--- src/rtl/mesi_snoop_pkg.sv ---
package mesi_snoop_pkg;
  typedef enum logic [1:0] {
    ST_I = 2'd0,
    ST_S = 2'd1,
    ST_E = 2'd2,
    ST_M = 2'd3
  } line_st_t;

  typedef enum logic [1:0] {
    CMD_NONE  = 2'd0,
    CMD_RD    = 2'd1,
    CMD_RDX   = 2'd2,
    CMD_FLUSH = 2'd3
  } bus_cmd_t;
endpackage

--- src/rtl/mesi_line_store.sv ---
module mesi_line_store
  import mesi_snoop_pkg::*;
#(
  parameter int IDX_W = 3,
  parameter int TAG_W = 9
) (
  input  logic             clk,
  input  logic             rst,
  input  logic [IDX_W-1:0] s_idx,
  output line_st_t         s_st,
  output logic [TAG_W-1:0] s_tag,
  input  logic [IDX_W-1:0] c_idx,
  output line_st_t         c_st,
  output logic [TAG_W-1:0] c_tag,
  input  logic             s_we,
  input  line_st_t         s_wst,
  input  logic             c_we,
  input  line_st_t         c_wst,
  input  logic [TAG_W-1:0] c_wtag
);
  localparam int LINES = 1 << IDX_W;

  line_st_t         st_q    [LINES];
  logic [TAG_W-1:0] tag_mem [LINES];

  // state kept in flops: needs reset and two writers per cycle
  always_ff @(posedge clk) begin
    if (rst) begin
      for (int i = 0; i < LINES; i++) st_q[i] <= ST_I;
    end else begin
      if (s_we) st_q[s_idx] <= s_wst;
      if (c_we) st_q[c_idx] <= c_wst;  // core result already includes snoop
    end
  end

  // tags: single write port, no reset, RAM-inferable
  always_ff @(posedge clk) begin
    if (c_we) tag_mem[c_idx] <= c_wtag;
  end

  assign s_st  = st_q[s_idx];
  assign s_tag = tag_mem[s_idx];
  assign c_st  = st_q[c_idx];
  assign c_tag = tag_mem[c_idx];
endmodule

--- src/rtl/mesi_snoop_xform.sv ---
module mesi_snoop_xform
  import mesi_snoop_pkg::*;
(
  input  logic       act,
  input  logic [1:0] op,
  input  line_st_t   cur,
  input  logic       tag_eq,
  output logic       hit,
  output line_st_t   nxt,
  output logic       flush
);
  always_comb begin
    hit   = act && (cur != ST_I) && tag_eq;
    flush = hit && (cur == ST_M);
    if (!hit)                       nxt = cur;
    else if (op == 2'(CMD_RD))      nxt = ST_S;
    else                            nxt = ST_I;
  end
endmodule

--- src/rtl/mesi_cpu_xform.sv ---
module mesi_cpu_xform
  import mesi_snoop_pkg::*;
(
  input  logic     write,
  input  logic     shared_in,
  input  line_st_t cur,
  input  logic     tag_eq,
  output logic     hit,
  output line_st_t nxt,
  output bus_cmd_t cmd,
  output logic     evict
);
  always_comb begin
    hit   = (cur != ST_I) && tag_eq;
    evict = !hit && (cur == ST_M);
    if (write) begin
      nxt = ST_M;
      cmd = (hit && (cur == ST_E || cur == ST_M)) ? CMD_NONE : CMD_RDX;
    end else if (hit) begin
      nxt = cur;
      cmd = CMD_NONE;
    end else begin
      nxt = shared_in ? ST_S : ST_E;
      cmd = CMD_RD;
    end
  end
endmodule

--- src/rtl/mesi_snoop_ctrl.sv ---
module mesi_snoop_ctrl
  import mesi_snoop_pkg::*;
#(
  parameter int ADDR_W = 12,
  parameter int IDX_W  = 3
) (
  input  logic              clk,
  input  logic              rst,
  input  logic              cpu_valid,
  input  logic              cpu_write,
  input  logic [ADDR_W-1:0] cpu_addr,
  input  logic              cpu_shared,
  input  logic              snp_valid,
  input  logic [1:0]        snp_op,
  input  logic [ADDR_W-1:0] snp_addr,
  output logic              rsp_valid,
  output logic              rsp_hit,
  output logic [1:0]        rsp_state,
  output logic [1:0]        bus_cmd,
  output logic [ADDR_W-1:0] bus_addr,
  output logic              wb_valid,
  output logic [ADDR_W-1:0] wb_addr,
  output logic              snp_rsp_valid,
  output logic              snp_hit,
  output logic [1:0]        snp_cmd
);
  localparam int TAG_W = ADDR_W - IDX_W;

  logic [IDX_W-1:0] s_idx, c_idx;
  logic [TAG_W-1:0] s_tag, c_tag, s_tag_q, c_tag_q;
  line_st_t         s_st, c_st_raw, c_pre, s_nxt, c_nxt;
  logic             s_act, s_hit, s_flush, c_hit, c_evict;
  bus_cmd_t         c_cmd;

  assign s_idx = snp_addr[IDX_W-1:0];
  assign s_tag = snp_addr[ADDR_W-1:IDX_W];
  assign c_idx = cpu_addr[IDX_W-1:0];
  assign c_tag = cpu_addr[ADDR_W-1:IDX_W];
  assign s_act = snp_valid && (snp_op == 2'(CMD_RD) || snp_op == 2'(CMD_RDX));

  mesi_line_store #(.IDX_W(IDX_W), .TAG_W(TAG_W)) u_store (
    .clk    (clk),
    .rst    (rst),
    .s_idx  (s_idx),
    .s_st   (s_st),
    .s_tag  (s_tag_q),
    .c_idx  (c_idx),
    .c_st   (c_st_raw),
    .c_tag  (c_tag_q),
    .s_we   (s_hit),
    .s_wst  (s_nxt),
    .c_we   (cpu_valid),
    .c_wst  (c_nxt),
    .c_wtag (c_tag)
  );

  mesi_snoop_xform u_snp (
    .act    (s_act),
    .op     (snp_op),
    .cur    (s_st),
    .tag_eq (s_tag_q == s_tag),
    .hit    (s_hit),
    .nxt    (s_nxt),
    .flush  (s_flush)
  );

  // snoop first: the core sees the state the snoop leaves behind
  assign c_pre = (s_hit && (s_idx == c_idx)) ? s_nxt : c_st_raw;

  mesi_cpu_xform u_cpu (
    .write     (cpu_write),
    .shared_in (cpu_shared),
    .cur       (c_pre),
    .tag_eq    (c_tag_q == c_tag),
    .hit       (c_hit),
    .nxt       (c_nxt),
    .cmd       (c_cmd),
    .evict     (c_evict)
  );

  always_ff @(posedge clk) begin
    if (rst) begin
      rsp_valid     <= 1'b0;
      rsp_hit       <= 1'b0;
      rsp_state     <= 2'(ST_I);
      bus_cmd       <= 2'(CMD_NONE);
      bus_addr      <= '0;
      wb_valid      <= 1'b0;
      wb_addr       <= '0;
      snp_rsp_valid <= 1'b0;
      snp_hit       <= 1'b0;
      snp_cmd       <= 2'(CMD_NONE);
    end else begin
      rsp_valid     <= cpu_valid;
      rsp_hit       <= cpu_valid && c_hit;
      rsp_state     <= cpu_valid ? 2'(c_nxt) : 2'(ST_I);
      bus_cmd       <= cpu_valid ? 2'(c_cmd) : 2'(CMD_NONE);
      bus_addr      <= cpu_addr;
      wb_valid      <= cpu_valid && c_evict;
      wb_addr       <= {c_tag_q, c_idx};
      snp_rsp_valid <= snp_valid;
      snp_hit       <= s_hit;
      snp_cmd       <= s_flush ? 2'(CMD_FLUSH) : 2'(CMD_NONE);
    end
  end
endmodule

--- config.mk ---
export PLATFORM = sky130hd
export DESIGN_NAME = mesi_snoop_ctrl
export DESIGN_NICKNAME = d
export VERILOG_FILES = /design/src/rtl/mesi_snoop_pkg.sv /design/src/rtl/mesi_line_store.sv /design/src/rtl/mesi_snoop_xform.sv /design/src/rtl/mesi_cpu_xform.sv /design/src/rtl/mesi_snoop_ctrl.sv
export SDC_FILE = /design/constraint.sdc
export NUM_CORES = 1
export LEC_CHECK = 0
export BUFFER_PORTS_ARGS = -buffer_cell sky130_fd_sc_hd__buf_4
export CORE_AREA = 2 2 110 112
export CTS_CLUSTER_SIZE = 12
export DETAILED_ROUTE_END_ITERATION = 8
export DIE_AREA = 0 0 112 114
export GPL_TIMING_DRIVEN = 0
export HOLD_SLACK_MARGIN = 0.05
export PLACE_DENSITY = 0.68
export SYNTH_ARGS = -nofsm -noshare
export SYNTH_HDL_FRONTEND = slang
export SYNTH_SLANG_ARGS = --single-unit
--- constraint.sdc ---
create_clock -name clk -period 7.63 [get_ports clk]
set_input_delay 0.763 -clock clk [delete_from_list [all_inputs] [get_ports clk]]
set_output_delay 0.763 -clock clk [all_outputs]
set_load 0.1 [all_outputs]
# Yosys cells after proc, flatten, opt, wreduce, memory -nomap -nowiden

Memory sizes are Yosys's and may differ from the RTL's.
Index checks and enable logic that the tools add are counted.

Register bits: 35
RAM bits: 88
Input bits: 32
Output and inout bits: 35
Memories kept: 2

Equality and inequality tests: 8
Muxes and demuxes: 25
Bitwise logic cells: 1
Reductions and logical operators: 18

Memory list:

| name            | words | bits a word | read ports | clocked after Yosys merged registers in | write ports | line                  | RTL |
|---|---|---|---|---|---|---|---|
| u_store.tag_mem | 8     | 9           | 2          | 0                                       | 1           | mesi_line_store.sv:24 | `logic [TAG_W-1:0] tag_mem [LINES];` |
| u_store.st_q    | 8     | 2           | 2          | 0                                       | 8           | mesi_line_store.sv:23 | `line_st_t st_q [LINES];` |

Operators with widths:

| cell                                                                   | number |
|---|---|
| 2-bit 2-to-1 mux                                                       | 10 |
| 9-bit equality test                                                    | 2 |
| 1-bit 2-to-1 mux                                                       | 13 |
| 1-bit logical AND                                                      | 10 |
| 2-bit equality test (second input constant)                            | 4 |
| 3-bit 2-to-1 mux                                                       | 2 |
| 2-bit OR reduction                                                     | 3 |
| 2-bit nonzero test                                                     | 2 |
| 3-bit equality test                                                    | 1 |
| 2-bit by 1-bit equality test with 1-bit output (second input constant) | 1 |
| 1-bit logical OR                                                       | 2 |
| 1-bit zero test                                                        | 1 |
| 1-bit inverter                                                         | 1 |

# Depth between registers and ports, before layout

Depth after elaboration: 12
Mapped depth: 13
Mapped depth without buffers: 10

# Cells and area by module

Synthesis repeated with hierarchy kept, for this count alone.

Cells, all modules: 399
Area total of the unflattened synthesis: 5831.8 um2

Modules (own cells, without submodules):

| module           | times used | cells each | area each (um2) |
|---|---|---|---|
| mesi_line_store  | 1          | 284        | 4613.2 |
| mesi_snoop_ctrl  | 1          | 100        | 1118.6 |
| mesi_cpu_xform   | 1          | 9          | 53.8 |
| mesi_snoop_xform | 1          | 6          | 46.3 |

# Worst setup path after synthesis

Ideal clock, no wire load.

Path type: input port to flip-flop
Start point: input snp_addr[1]
End point: memory u_store.st_q[0][1] (netlist bit), data pin
Library setup time: 0.255 ns
Arrival time: 3.118 ns
Path slack: 4.257 ns
Cell stages on the path: 12
Buffers on the path: 3
Path through: buf_2 buf_6 mux4_2 mux2i_1 xor2_1 nand2_1 nor4b_2 nand3_1 mux2i_1 o211a_1 buf_2 nor2_1

RTL lines:

| element            | line                  | RTL |
|---|---|---|
| start: declaration | mesi_snoop_ctrl.sv:15 | `input logic [ADDR_W-1:0] snp_addr,` |
| end: declaration   | mesi_line_store.sv:23 |  |

==> results by group <==
Drt
  – Final WL: 15.76 mm
  – ANT nets after route: 0
  – DRT Pass-1 Iters: 7
  – Average wire per standard cell: 22.90 um
  – Routed vias: 4042
  – Initial DRC Count: 313
  – Vias per cell: 5.875
  – DR DRC count: 0

Yosys
  – Syn avg cell area: 13.01 um2
  – Yosys reg bits: 119
  – Synth area leaders: edfxtp_1 (46%), dfxtp_1 (11%), mux4_2 (8.6%)
  – Synth cell count leaders: edfxtp_1 (88), nor2_1 (42), nand2_1 (39)
  – Synth top area share: 45.64%
  – Asr flop ratio synth: 0%
  – Post-synth net total: 478
  – Synth cell types: 57
  – Sequential-to-total area share from yosys stat: 56.35%
  – Post-synth EDFFs: 88
  – Dominant synthesized flop cell: edfxtp_1
  – Syn. warnings: 0
  – Dominant cell type by area after synthesis: edfxtp_1
  – Syn Std Cell Area: 5791 um2
  – Mapped Cells: 445
  – Count leader, synth: edfxtp_1

Setup path
  – CP endpoint kind: register
  – Setup crit start kind: input port
  – WS Path Type: input port to register
  – Worst Path Max Fanout: 10
  – Arr. time, crit path: 4020 ps
  – Worst Path Required: 7780 ps

Clock network
  – Reg clk slew, reported paths: 50 ps
  – TritonCTS Buffers: 17
  – Sink Count: 119
  – Hold-fix buffers, CTS: 0
  – Skew-Pair Late Insertion Delay: 420 ps
  – Post-CTS sizing: 0
  – Post-CTS setup repair buffer count: 0
  – # H-tree levels: 4
  – Bufs on Longest Clock Path: 2
  – CTS tree: done
  – Root Buffer: clkbuf_16

Timing
  – Final setup vio count: 0
  – Max Clock Freq: 0.2581 GHz
  – Worst Tran Pin Value: 1310 ps
  – Period utilization: 50.78%
  – Fin crit period: 3874 ps
  – Slew margin rel.: 12.34%
  – Final Max Slew Viols: 0
  – RSZ-0062 raised after global routing: no
  – Final hold vios: 0
  – Setup TNS: 0 ps
  – Skew final: 7.042 ps

Final layout
  – Post-layout net count: 561
  – Layout cells sized above 1: 27.36%
  – # diodes: 0
  – Area delta synth->final: 21.00%
  – Fillcell total: 972
  – Post-Layout Cell Count: 688

Placement
  – GP Congestion: 0.9621
  – Placed wire-length estimate: 10.95 mm
  – Dpl cells: 656
  – IO buf count: 64

Die
  – Die height: 114 um
  – Io pins: 67
  – Rows: 40
  – Die X-Extent: 112 um
  – Core ar.: 11710 um2
  – Die Footprint: 12770 um2
  – Starting Density: 49.44%

Hold path
  – Hold Crit Class: input port to register

Global route
  – Global route overflow: 0
  – Initial antenna violation count: 0
  – Largest net degree at the start of global routing: 17
  – GRT Util Overall: 25.52%
  – First-pass GRT wire length: 23.25 mm
  – Vias in the first global route: 3947

Pwr
  – Total design power: 1.730 mW
  – P_leak: 2.679 nW
  – Power density cells: 246.9 nW/um2
  – Worst VDD drop: 0.2485 mV

Flow run
  – Maxcap violations: 0

Outcome
  – Status: finished clean
metal layers:
layer  wire, um  global-route usage, %  up-vias  share of wire (%)
met5          0                      0        -                  0
met4        398                  10.33        0                2.5
met2       7643                  41.90      180                 49
li1           -                      -     1849                  -
met1       6470                  33.56     1980                 41
met3       1243                  5.313       33                7.9
worst max-delay path, stage by stage:
cell and delay (ps):
buf_4 110, buf_1 650, mux4_2 410, mux2i_1 280
xor2_1 290, nand2_1 110, nor4b_2 300, nand3_1 180
mux2i_1 240, a211oi_4 510, o22ai_1 170
placed cells by master (no fill, tap or decap), types with 3 or more instances in the layout:
| cell type | n |
|---|---|
| and2_1 | 5 |
| nor3b_1 | 4 |
| a22oi_1 | 9 |
| dfxtp_1 | 31 |
| edfxtp_1 | 88 |
| buf_2 | 11 |
| xor2_1 | 13 |
| nand2b_1 | 9 |
| nand4_1 | 4 |
| xnor2_1 | 8 |
| buf_4 | 72 |
| nand3_1 | 6 |
| and3_1 | 3 |
| nor2_1 | 40 |
| clkbuf_16 | 17 |
| mux4_2 | 22 |
| clkbuf_1 | 9 |
| a221o_1 | 3 |
| inv_1 | 7 |
| nand2_1 | 39 |
| o22ai_1 | 9 |
| clkbuf_8 | 6 |
| mux2i_1 | 31 |
| nor2b_1 | 19 |
| o21ai_0 | 8 |
| mux2_1 | 3 |
| clkinv_2 | 4 |
| or3_1 | 9 |
| nor3_1 | 5 |
| a21oi_1 | 5 |
| mux4_1 | 3 |
state kept, by name (all words and copies together), names as in the netlist:
register	flops
rsp_valid	1
snp_rsp_valid	1
bus_addr	12
wb_valid	1
u_store.st_q	16
wb_addr	9
snp_cmd	1
rsp_state	2
rsp_hit	1
snp_hit	1
u_store.tag_mem	72
bus_cmd	2
per-stage QoR:
step,cell area [um2],utilization [%],hold slack [ps],setup slack [ps]
final,7007,59.83,544.7,3756
after global routing,7007,59.83,541.0,3631
after CTS,7002,59.79,534.2,3837
after detailed placement,6455,55.12,654.6,3401
after global placement,6455,55.12,639.7,3443
after floorplan,5791,-,582.3,4257
report_power, final:
part | switching (mW) | total (mW) | internal (mW)
sequential | 0.0119 | 0.736 | 0.724
clock | 0.266 | 0.730 | 0.464
combinational | 0.179 | 0.264 | 0.0848
total | 0.457 | 1.73 | 1.27
kinds of logic (layout without fill, tap and decap cells):
| group | count (synthesis) | after routing | synth area share (%) |
|---|---|---|---|
| multiplexers | 62 | 62 | 16.51 |
| flip-flops | 119 | 119 | 56.35 |
| AND/OR/NAND/NOR | 157 | 157 | 14.33 |
| adder cells (fa/ha/maj) | 1 | 1 | 0.2160 |
| buffers and inverters | 35 | 131 | 3.284 |
| XOR/XNOR | 21 | 21 | 3.176 |
| AO/OA/AOI/OAI | 50 | 50 | 6.137 |
final cells by class:
| type | instances | area, um2 | share of cell area (%) |
|---|---|---|---|
| Sequential cell | 119 | 3263 | 46.57 |
| Multi-Input combinational cell | 291 | 2342 | 33.43 |
| Clock buffer | 28 | 526.8 | 7.518 |
| Timing Repair Buffer | 64 | 480.5 | 6.857 |
| Tap cell | 147 | 183.9 | 2.625 |
| Buffer | 27 | 160.2 | 2.286 |
| Inverter | 8 | 30.03 | 0.4286 |
| Clock inverter | 4 | 20.02 | 0.2857 |
path summary, 6_finish.rpt:
check / depth (start not counted) / slack (ps) / end / start
min: 2 / 540 / bus_cmd[0]$_SDFF_PP0_ / cpu_write
min reg2reg: 2 / 650 / wb_addr[4]$_SDFF_PP0_ / u_store.tag_mem[5][1]$_DFFE_PP_
max: 11 / 3760 / u_store.st_q[7][0]$_DFFE_PP_ / snp_addr[2]
max reg2reg: 9 / 4410 / u_store.st_q[7][0]$_DFFE_PP_ / u_store.tag_mem[7][5]$_DFFE_PP_
Power figures use the tool's default switching activity.
